==> config.mk <==
export PLATFORM = sky130hd
export DESIGN_NAME = irq_ctrl
export DESIGN_NICKNAME = d
export VERILOG_FILES = /design/src/rtl/irq_pkg.sv /design/src/rtl/irq_latch_bank.sv /design/src/rtl/irq_arbiter.sv /design/src/rtl/irq_ctrl.sv
export SDC_FILE = /design/constraint.sdc
export NUM_CORES = 1
export LEC_CHECK = 0
export CAP_MARGIN = 15
export CORE_MARGIN = 8
export CORE_UTILIZATION = 45
export CTS_CLUSTER_DIAMETER = 50
export DETAILED_ROUTE_END_ITERATION = 8
export PLACE_DENSITY = 0.77
export SKIP_LAST_GASP = 1
export SYNTH_ARGS = -nofsm -noshare
export SYNTH_HDL_FRONTEND = slang
export SYNTH_SLANG_ARGS = --single-unit
==> constraint.sdc <==
create_clock -name clk -period 4.4 [get_ports clk]
set_input_delay 0.88 -clock clk [delete_from_list [all_inputs] [get_ports clk]]
set_output_delay 0.88 -clock clk [all_outputs]
set_load 0.05 [all_outputs]
==> src/rtl/irq_pkg.sv <==
package irq_pkg;
    localparam int NSRC = 11;
    localparam int VW   = 16;

    typedef enum logic [3:0] {
        SRC_PWRDN = 4'd0, SRC_EXT2, SRC_LVL1, SRC_LVL0, SRC_SP0TX, SRC_SP0RX,
        SRC_EDGEE, SRC_DMA, SRC_SP1TX, SRC_SP1RX, SRC_TIMER
    } src_e;

    typedef logic [NSRC-1:0] srcvec_t;

    typedef struct packed {
        logic sp1_pins;
        logic ext2_edge;
        logic ext1_edge;
        logic ext0_edge;
        logic nest;
    } ctrl_t;

    localparam int CW = $bits(ctrl_t);

    typedef struct packed {
        logic          take;
        logic [VW-1:0] vec;
    } core_req_t;

    function automatic logic [VW-1:0] vec_lut(input int idx);
        if (idx == int'(SRC_PWRDN)) return 16'h002C;
        return VW'(4 * idx);
    endfunction

    function automatic logic [VW-1:0] vec_of(input srcvec_t onehot);
        logic [VW-1:0] v;
        v = '0;
        for (int i = 0; i < NSRC; i++)
            if (onehot[i]) v = v | vec_lut(i);
        return v;
    endfunction

    function automatic srcvec_t lowest_set(input srcvec_t v);
        return v & (~v + srcvec_t'(1));
    endfunction
endpackage

==> src/rtl/irq_latch_bank.sv <==
module irq_latch_bank
    import irq_pkg::*;
#(
    parameter int N = NSRC
) (
    input  logic         clk,
    input  logic         rst,
    input  logic [N-1:0] act,
    input  logic [N-1:0] lvl_mode,
    input  logic [N-1:0] set_sw,
    input  logic [N-1:0] clr_sw,
    input  logic [N-1:0] clr_take,
    output logic [N-1:0] req
);
    for (genvar i = 0; i < N; i++) begin : g_src
        logic prev_q;
        logic lat_q;

        always_ff @(posedge clk) begin
            if (rst) begin
                prev_q <= 1'b0;
                lat_q  <= 1'b0;
            end else begin
                prev_q <= act[i];
                if (lvl_mode[i])
                    lat_q <= 1'b0;
                else
                    lat_q <= (lat_q & ~(clr_take[i] | clr_sw[i]))
                           | (act[i] & ~prev_q) | set_sw[i];
            end
        end

        assign req[i] = lvl_mode[i] ? act[i] : lat_q;

        // a fresh edge on an edge-type source is held on the next cycle
        a_r6_edge_latches: assert property (@(posedge clk) disable iff (rst)
            (!lvl_mode[i] && act[i] && !prev_q) |=> lat_q);
    end
endmodule

==> src/rtl/irq_arbiter.sv <==
module irq_arbiter
    import irq_pkg::*;
(
    input  srcvec_t req,
    input  srcvec_t mask,
    input  logic    hold,
    input  srcvec_t svc,
    input  logic    nest,
    output srcvec_t grant,
    output logic    valid
);
    localparam srcvec_t NMI_BIT = srcvec_t'(1) << int'(SRC_PWRDN);

    srcvec_t gate, room, cand;

    always_comb begin
        gate = hold ? NMI_BIT : (mask | NMI_BIT);
        if (svc == '0)
            room = '1;
        else if (nest)
            room = lowest_set(svc) - srcvec_t'(1);
        else
            room = '0;
        cand = req & gate & room;
    end

    assign grant = lowest_set(cand);
    assign valid = |cand;
endmodule

==> src/rtl/irq_ctrl.sv <==
module irq_ctrl
    import irq_pkg::*;
(
    input  logic            clk,
    input  logic            rst,
    input  logic            pwrdn_n,
    input  logic            ext0_n,
    input  logic            ext1_n,
    input  logic            ext2_n,
    input  logic            lvl0_n,
    input  logic            lvl1_n,
    input  logic            edge_e_n,
    input  logic            sp0_tx_evt,
    input  logic            sp0_rx_evt,
    input  logic            sp1_tx_evt,
    input  logic            sp1_rx_evt,
    input  logic            dma_evt,
    input  logic            timer_evt,
    input  logic            mask_wr,
    input  logic [NSRC-1:0] mask_wdata,
    input  logic            ctrl_wr,
    input  logic [CW-1:0]   ctrl_wdata,
    input  logic            force_wr,
    input  logic [NSRC-1:0] force_set,
    input  logic [NSRC-1:0] force_clr,
    input  logic            rti,
    output logic            take_o,
    output logic [VW-1:0]   vec_o
);
    ctrl_t     ctrl_q;
    srcvec_t   mask_q, svc_q, svc_d;
    logic      hold_q;
    core_req_t out_q;

    srcvec_t   act, lvl_mode, req, grant, set_sw, clr_sw;
    logic      valid;

    always_comb begin
        act                  = '0;
        act[SRC_PWRDN]       = ~pwrdn_n;
        act[SRC_EXT2]        = ~ext2_n;
        act[SRC_LVL1]        = ~lvl1_n;
        act[SRC_LVL0]        = ~lvl0_n;
        act[SRC_SP0TX]       = sp0_tx_evt;
        act[SRC_SP0RX]       = sp0_rx_evt;
        act[SRC_EDGEE]       = ~edge_e_n;
        act[SRC_DMA]         = dma_evt;
        act[SRC_SP1TX]       = ctrl_q.sp1_pins ? ~ext1_n : sp1_tx_evt;
        act[SRC_SP1RX]       = ctrl_q.sp1_pins ? ~ext0_n : sp1_rx_evt;
        act[SRC_TIMER]       = timer_evt;

        lvl_mode             = '0;
        lvl_mode[SRC_LVL1]   = 1'b1;
        lvl_mode[SRC_LVL0]   = 1'b1;
        lvl_mode[SRC_EXT2]   = ~ctrl_q.ext2_edge;
        lvl_mode[SRC_SP1TX]  = ctrl_q.sp1_pins & ~ctrl_q.ext1_edge;
        lvl_mode[SRC_SP1RX]  = ctrl_q.sp1_pins & ~ctrl_q.ext0_edge;

        set_sw = force_wr ? force_set : '0;
        clr_sw = force_wr ? force_clr : '0;
    end

    irq_latch_bank #(.N(NSRC)) u_latch (
        .clk      (clk),
        .rst      (rst),
        .act      (act),
        .lvl_mode (lvl_mode),
        .set_sw   (set_sw),
        .clr_sw   (clr_sw),
        .clr_take (grant),
        .req      (req)
    );

    irq_arbiter u_arb (
        .req   (req),
        .mask  (mask_q),
        .hold  (hold_q),
        .svc   (svc_q),
        .nest  (ctrl_q.nest),
        .grant (grant),
        .valid (valid)
    );

    always_comb begin
        svc_d = svc_q;
        if (rti) svc_d = svc_d & ~lowest_set(svc_q);
        svc_d = svc_d | grant;
    end

    always_ff @(posedge clk) begin
        if (rst) begin
            ctrl_q <= '0;
            mask_q <= '0;
            hold_q <= 1'b0;
            svc_q  <= '0;
            out_q  <= '0;
        end else begin
            hold_q <= mask_wr;
            if (mask_wr) mask_q <= mask_wdata;
            if (ctrl_wr) ctrl_q <= ctrl_t'(ctrl_wdata);
            svc_q      <= svc_d;
            out_q.take <= valid;
            if (valid) out_q.vec <= vec_of(grant);
        end
    end

    assign take_o = out_q.take;
    assign vec_o  = out_q.vec;

    // reset leaves the core-facing outputs and state idle
    a_r1_reset_clears: assert property (@(posedge clk)
        rst |=> (!take_o && vec_o == '0 && svc_q == '0 && mask_q == '0));

    // sequential mode never takes while a handler is active
    a_r7_sequential_blocks: assert property (@(posedge clk) disable iff (rst)
        (!ctrl_q.nest && svc_q != '0) |=> !take_o);

    // an idle controller always takes power-down first
    a_r4_pwrdn_first: assert property (@(posedge clk) disable iff (rst)
        (req[SRC_PWRDN] && svc_q == '0) |=> (take_o && vec_o == 16'h002C));

    // during the post-write hold only power-down may pass
    a_r9_hold_only_pwrdn: assert property (@(posedge clk) disable iff (rst)
        (hold_q && !req[SRC_PWRDN]) |=> !take_o);

    // nothing unmasked pending means no take
    a_r3_masked_idle: assert property (@(posedge clk) disable iff (rst)
        (!req[SRC_PWRDN] && (req & mask_q) == '0) |=> !take_o);

    // a return with no new take removes exactly one active handler
    a_r10_rti_pops: assert property (@(posedge clk) disable iff (rst)
        (rti && svc_q != '0 && !valid) |=>
        ($countones(svc_q) == $countones($past(svc_q)) - 1));

    // a take always leaves a handler recorded as active
    a_r12_take_marks_svc: assert property (@(posedge clk) disable iff (rst)
        take_o |-> svc_q != '0);
endmodule

==> run_results.csv, run 1 <==
group,metric,value,unit
synth,synth_top_area_frac,0.4014,
timing,max_slew.worst_pin.slew,0.9278,ns
clock_network,cts-resized-gates,0,
synth,synth_xor_area_frac,0,
worst_setup_path,crit_path_start_kind,"input port",
synth,synth.distinct_cells,54,
synth,syn_area,0.002494,sq mm
synth,synth_fa_ha_area_frac,0,
timing,rsz0062_at_grt,"no",
grt,grt_pass1_vias,2133,
worst_setup_path,r2r_slack,2.05,ns
floorplanning,core_area,0.005439,sq mm
final_layout,antennaDiodeCount,0,
grt,met3_usage,0.04738,
floorplanning,die_area,0.008179,sq mm
timing,setup_viol,0,
worst_setup_path,r2r_end,"u_latch.g_src[5].lat_q$_SDFF_PP0_",
synth,ys_async_sr_fraction,0,
worst_setup_path,worst-setup-path-type,"in2reg",
final_layout,layout_common_cells,"clkdlybuf4s50_1 (55), dfxtp_1 (50), nor2_1 (34)",
run_status,status,"complete, no violations",
floorplanning,std_cell_rows,27,
timing,period_share,0.6414,
grt,track_usage,0.1498,
synth,yosysTopAreaCell,"dfxtp_1",
synth,synth-seq-cells,50,
synth,syn_area_per_cell,8.689,sq um
routing,drc_errors,0,
floorplanning,io_pins,74,
clock_network,clockBufferDepth,2,
final_layout,drive_gt1_frac,0.07784,
worst_setup_path,cp-end-kind,"register",
pwr,p_leak,1.216,nW
min_path,worstHoldPathCells,2,
grt,grt_busiest_layer,"met2",
synth,synth-edff-count,0,
min_path,hp-class,"reg2reg",
synth,ys_seq_area_frac,0.4014,
pwr,peakVddDrop,0.0001765,V
min_path,holdPathEnd,"u_latch.g_src[4].lat_q$_SDFF_PP0_",
clock_network,post-cts-setup-buffer-count,0,
final_layout,final_common_cell,"clkdlybuf4s50_1",
synth,synth_warnings,0,
grt,grt_use_met1,0.1804,
grt,grt_first_pass_wirelength,10320,microns
worst_setup_path,cp_max_fo,7,
clock_network,clkSinkCount,50,
grt,antenna_found_initial,0,
worst_setup_path,arrival,3.05,ns
routing,drtPass1Iterations,4,
final_layout,num-nets-final,391,
clock_network,cts_hold_buf,0,
placed_design,pre_cts_ws,1.273,ns
timing,period_minus_slack,2.822,ns
synth,ys_dominant_reg_cell,"dfxtp_1",
clock_network,clockRootBuffer,"clkbuf_8",
routing,vias,2154,
clock_network,cts.clk_slew.worst_paths,0.08,ns
grt,grt_overflow,0,
placed_design,port-buffer-count,56,
floorplanning,die_w,90.44,microns
clock_network,tritoncts,"built",
timing,hold_viol_final,0,
pwr,finalPower,1.134,mW
floorplanning,die_height,90.44,microns
worst_setup_path,timing.rr.start,"svc_q[1]$_SDFF_PP0_",
synth,synth-compound-area-share,0.2062,
grt,gr-usage-met2,0.2497,
synth,synth-simple-area-share,0.2469,
synth,syn_inst,287,
timing,setup_ws,1.578,ns
routing,drt_wl_total,6028,microns
min_path,min_from,"u_latch.g_src[4].lat_q$_SDFF_PP0_",
worst_setup_path,worst_ep_required_time,4.63,ns
routing,first_iter_violations,131,
routing,viasPerCell,5.305,
routing,antenna_left,0,
timing,tns,0,ns
timing,slew_violations,0,
synth,synthTopCellsByArea,"dfxtp_1 (40%), mux2i_1 (6.0%), nor2_1 (5.1%), a21oi_1 (5.0%), nand2_1 (4.2%)",
synth,synth_top_family_by_area,"simple AND/OR/NAND/NOR gates",
clock_network,htree_levels,2,
worst_setup_path,reg2reg_depth,6,
routing,routedWlPerCell,14.85,microns
grt,grt_max_degree,52,
clock_network,numCtsBuffers,5,
synth,synth.area.mux_share,0.06021,
final_layout,area.growth.synth_to_final,25.34,%
clock_network,clk_latency,0.30,ns
timing,max_freq,354.3,MHz
floorplanning,initial_utilization,0.4585,
run,cap_violations,0,
timing,clock-skew-final,0.004728,ns
timing,slew_headroom,0.3815,
pwr,p_per_area,362.8,mW/mm^2
placed_design,gp_congestion,0.8951,
placed_design,dp_hpwl,4532,microns
sequential cells by signal, indices dropped and copies added, names as in the netlist:
signal,flops
vec_o,4
svc_q,11
take_o,1
ctrl_q,5
mask_q,10
u_latch.g_src.prev_q,9
u_latch.g_src.lat_q,9
hold_q,1
cell usage after synthesis (4+ instances only):
| cell type | number |
|---|---|
| inv_1 | 11 |
| o21ai_0 | 11 |
| a21oi_1 | 25 |
| buf_4 | 13 |
| nor2b_1 | 7 |
| clkbuf_1 | 8 |
| nand4_1 | 4 |
| dfxtp_1 | 50 |
| a22oi_1 | 4 |
| nor3_1 | 7 |
| mux2i_1 | 15 |
| nand2_1 | 28 |
| nand3_1 | 8 |
| nor2_1 | 34 |
critical path: stages:
cell	delay [ns]
clkdlybuf4s50_1	0.41
nor3b_1	0.38
o211ai_2	0.13
a221oi_1	0.58
nor3_2	0.19
a221o_1	0.33
a21oi_1	0.14
power by group:
part | internal, mW | switching, mW
logic | 0.122 | 0.173
registers | 0.486 | 0.0253
clock network | 0.182 | 0.146
total | 0.790 | 0.344
final cells by class:
type | instances | area, sq um
clock buffers | 6 | 82.58
multi-input cells | 210 | 1325
inverters | 11 | 41.29
fillers | 514 | 2313
repair buffers | 56 | 555.5
clock inverters | 1 | 30.03
well taps | 72 | 90.09
flip-flops and latches | 50 | 1001
kinds of logic (layout without fill, tap and decap cells):
kind of cell,after synthesis,count (layout)
multiplexers,15,15
AND/OR/NAND/NOR,113,113
flip-flops,50,50
AO/OA/AOI/OAI,70,70
buffers and inverters,38,74
other,1,12
worst max path at each step:
stage,start,slack (ns),cells past startpoint,end
floorplan,lvl1_n,1.90,7,u_latch.g_src[8].lat_q$_SDFF_PP0_
global placement,lvl1_n,1.33,7,u_latch.g_src[5].lat_q$_SDFF_PP0_
detailed placement,lvl1_n,1.27,7,u_latch.g_src[5].lat_q$_SDFF_PP0_
CTS,lvl1_n,1.58,7,u_latch.g_src[5].lat_q$_SDFF_PP0_
global route,lvl1_n,1.49,7,u_latch.g_src[5].lat_q$_SDFF_PP0_
finish,lvl1_n,1.58,7,u_latch.g_src[5].lat_q$_SDFF_PP0_
layer usage:
metal | vias to the layer above | part of all wire
li1 | 1087 | -
met1 | 998 | 0.45
met2 | 62 | 0.47
met3 | 7 | 0.064
met4 | 0 | 0.0093
met5 | - | 0
metrics by stage:
| stage | util | cells | hold slack, ns | cell area (sq um) |
|---|---|---|---|---|
| 3_3_place_gp | 0.5539 | 399 | 0.4594 | 3013 |
| 3_5_place_dp | 0.5539 | 399 | 0.4659 | 3013 |
| 2_1_floorplan | - | 298 | 0.4479 | 2535 |
| 6_report | 0.5746 | 406 | 0.4731 | 3126 |
| 5_1_grt | 0.5746 | 406 | 0.5010 | 3126 |
| 4_1_cts | 0.5746 | 406 | 0.4778 | 3126 |
Note: power is estimated with default switching activity, not from simulation.
==> run 2, diff against run 1 <==
--- a/config.mk
+++ b/config.mk
@@ -7,7 +7,7 @@
 export LEC_CHECK = 0
 export CAP_MARGIN = 15
 export CORE_MARGIN = 8
-export CORE_UTILIZATION = 45
+export CORE_UTILIZATION = 43
 export CTS_CLUSTER_DIAMETER = 50
 export DETAILED_ROUTE_END_ITERATION = 8
 export PLACE_DENSITY = 0.77
==> constraint.sdc (replaced) <==
create_clock -name clk -period 2.5 [get_ports clk]
set_input_delay 0.5 -clock clk [delete_from_list [all_inputs] [get_ports clk]]
set_output_delay 0.5 -clock clk [all_outputs]
set_load 0.05 [all_outputs]
==> run 2 against run 1 <==
- count of clock-buffer cells in the layout stayed put
- clock power rose by 50%
- clock skew increased by 0.00080 ns
- utilization grew 0.10 points
- first-iteration DRC count up 6.1%
- sequential cell count stayed put
- sequential power increased by 76%
- die area up 3.8%
- final cell count up 2.7%
- setup slack worse by 1.3 ns
- wire length is 2.9% higher
==> run_results.csv, run 2 (synthesized netlist as in run 1, its figures left out) <==
group,metric,value,unit
placed_design,gp_congestion,0.8804,
floorplanning,die_area,0.008492,sq mm
routing,routedWlPerCell,14.88,microns
worst_setup_path,r2r_end,"u_latch.g_src[8].lat_q$_SDFF_PP0_",
final_layout,drive_gt1_frac,0.1101,
pwr,clkPwrFrac,0.254,
clock_network,htree_levels,2,
floorplanning,core_area,0.005540,sq mm
run_status,status,"complete, no violations",
worst_setup_path,worst-setup-path-type,"reg2reg",
worst_setup_path,reg2reg_depth,6,
floorplanning,initial_utilization,0.4501,
pwr,swShare,0.3224,
clock_network,clockRootBuffer,"clkbuf_8",
final_layout,final_common_cell,"clkdlybuf4s50_1",
pwr,pwr-share-seq,0.463,
floorplanning,std_cell_rows,27,
final_layout,antennaDiodeCount,0,
min_path,hp-class,"reg2reg",
clock_network,post-cts-setup-buffer-count,0,
floorplanning,io_pins,74,
final_layout,largest-register,"svc_q",
timing,hold_viol_final,0,
clock_network,clk_latency,0.30,ns
routing,vias,2193,
final_layout,n_fill_cell,511,
floorplanning,die_w,92.15,microns
pwr,peakVddDrop,0.0003556,V
timing,tns,0,ns
min_path,worstHoldPathCells,2,
worst_setup_path,cp-end-kind,"register",
pwr,p_comb_frac,0.283,
clock_network,clkSinkCount,50,
grt,antenna_found_initial,0,
grt,grt_max_degree,28,
placed_design,dp_cells,409,
final_layout,largest_reg_flops,11,
grt,track_usage,0.1468,
run,cap_violations,0,
pwr,power_switching,0.6240,mW
final_layout,reg.largest.list,"svc_q: 11 flops, mask_q: 10 flops",
routing,drtPass1Iterations,4,
final_layout,area.growth.synth_to_final,27.90,%
timing,rsz0062_at_grt,"no",
floorplanning,die_height,92.15,microns
timing,slew_violations,0,
worst_setup_path,crit_path_start_kind,"register",
timing,setup_ws,0.2310,ns
grt,grt_overflow,0,
routing,antenna_left,0,
routing,drc_errors,0,
placed_design,port-buffer-count,56,
worst_setup_path,worst_ep_required_time,2.73,ns
routing,drt_wl_total,6204,microns
routing,first_iter_violations,139,
worst_setup_path,arrival,2.50,ns
timing,clock-skew-final,0.005525,ns
clock_network,cts.clk_slew.worst_paths,0.09,ns
placed_design,placed_area,0.003088,sq mm
grt,grt_pass1_vias,2204,
clock_network,tritoncts,"built",
final_layout,layout_common_cells,"clkdlybuf4s50_1 (55), dfxtp_1 (50), nor2_1 (34)",
timing,slew_headroom,0.5031,
min_path,holdPathEnd,"u_latch.g_src[4].lat_q$_SDFF_PP0_",
timing,max_slew.worst_pin.slew,0.7430,ns
timing,max_freq,440.7,MHz
timing,period_minus_slack,2.269,ns
worst_setup_path,cp_max_fo,11,
worst_setup_path,timing.rr.start,"svc_q[1]$_SDFF_PP0_",
clock_network,clockBufferDepth,2,
placed_design,pre_cts_ws,-0.04684,ns
routing,viasPerCell,5.259,
clock_network,numCtsBuffers,5,
pwr,p_leak,1.257,nW
final_layout,fin_cells,417,
placed_design,dp_hpwl,4749,microns
timing,setup_viol,0,
final_layout,final_area,0.003189,sq mm
grt,grt_first_pass_wirelength,10400,microns
worst_setup_path,r2r_slack,0.23,ns
pwr,p_int,1.311,mW
pwr,p_per_area,606.9,mW/mm^2
min_path,min_from,"u_latch.g_src[4].lat_q$_SDFF_PP0_",
final_layout,num-nets-final,401,
timing,period_share,0.9076,
==> run 2: cell count changes in the layout (fill, tap and decap cells not counted), sizes merged <==
cell      delta
buf         +10
bufinv       -1
clkinv       +1
clkinvlp     +1
==> run 2: worst max path at each step <==
stage | startpoint | end | slack, ns
3_5_place_dp | lvl1_n | u_latch.g_src[8].lat_q$_SDFF_PP0_ | -0.05
4_1_cts | svc_q[1]$_SDFF_PP0_ | u_latch.g_src[8].lat_q$_SDFF_PP0_ | 0.23
3_3_place_gp | lvl1_n | u_latch.g_src[5].lat_q$_SDFF_PP0_ | -0.02
2_1_floorplan | lvl1_n | u_latch.g_src[8].lat_q$_SDFF_PP0_ | 0.38
6_report | svc_q[1]$_SDFF_PP0_ | u_latch.g_src[8].lat_q$_SDFF_PP0_ | 0.23
5_1_grt | svc_q[6]$_SDFF_PP0_ | u_latch.g_src[5].lat_q$_SDFF_PP0_ | 0.09
==> run 2: through the flow <==
| stage | total power, mW | hold slack [ns] | util |
|---|---|---|---|
| 2_1_floorplan | 1.285 | 0.4479 | - |
| 3_3_place_gp | 1.451 | 0.4600 | 0.5574 |
| 3_5_place_dp | 1.460 | 0.4705 | 0.5574 |
| 4_1_cts | 1.947 | 0.4833 | 0.5745 |
| 5_1_grt | 2.038 | 0.5220 | 0.5757 |
| 6_report | 1.936 | 0.4829 | 0.5757 |
==> run 2: routing by layer <==
metal  track usage  share of wire
met5             0              0
met2        0.2461           0.47
met1        0.1788           0.45
met3       0.04401          0.069
met4       0.03624         0.0056
==> run 2: layout make-up <==
type / instances / area, sq um / area share
Clock inverter: 2 / 12.51 / 0.003923
Tap cell: 72 / 90.09 / 0.02825
Clock buffer: 6 / 82.58 / 0.02589
Sequential cell: 50 / 1001 / 0.3138
Multi-Input combinational cell: 210 / 1331 / 0.4174
Timing Repair Buffer: 66 / 630.6 / 0.1977
Inverter: 11 / 41.29 / 0.01295
==> run 2: repair_timing <==
action / in CTS / in global routing
hold buffers: 0 / 0
resized for setup: 0 / 1
setup endpoints to repair: 0 / 4
==> run 2: power by group through the flow <==
stage               logic [mW]  registers, mW  clock network, mW
global placement         0.537          0.913                  0
CTS                      0.548          0.897              0.502
global route             0.591          0.904              0.543
finish                   0.547          0.897              0.492
detailed placement       0.546          0.915                  0
floorplan                0.325          0.960                  0
==> run 2: critical path, cell delays in order, from the launching register on <==
cell and delay, ns:
dfxtp_1 0.36, nor3_4 0.49, nand4_4 0.21, a221o_1 0.39, and4_4 0.19, a221o_1 0.33, a211oi_2 0.21
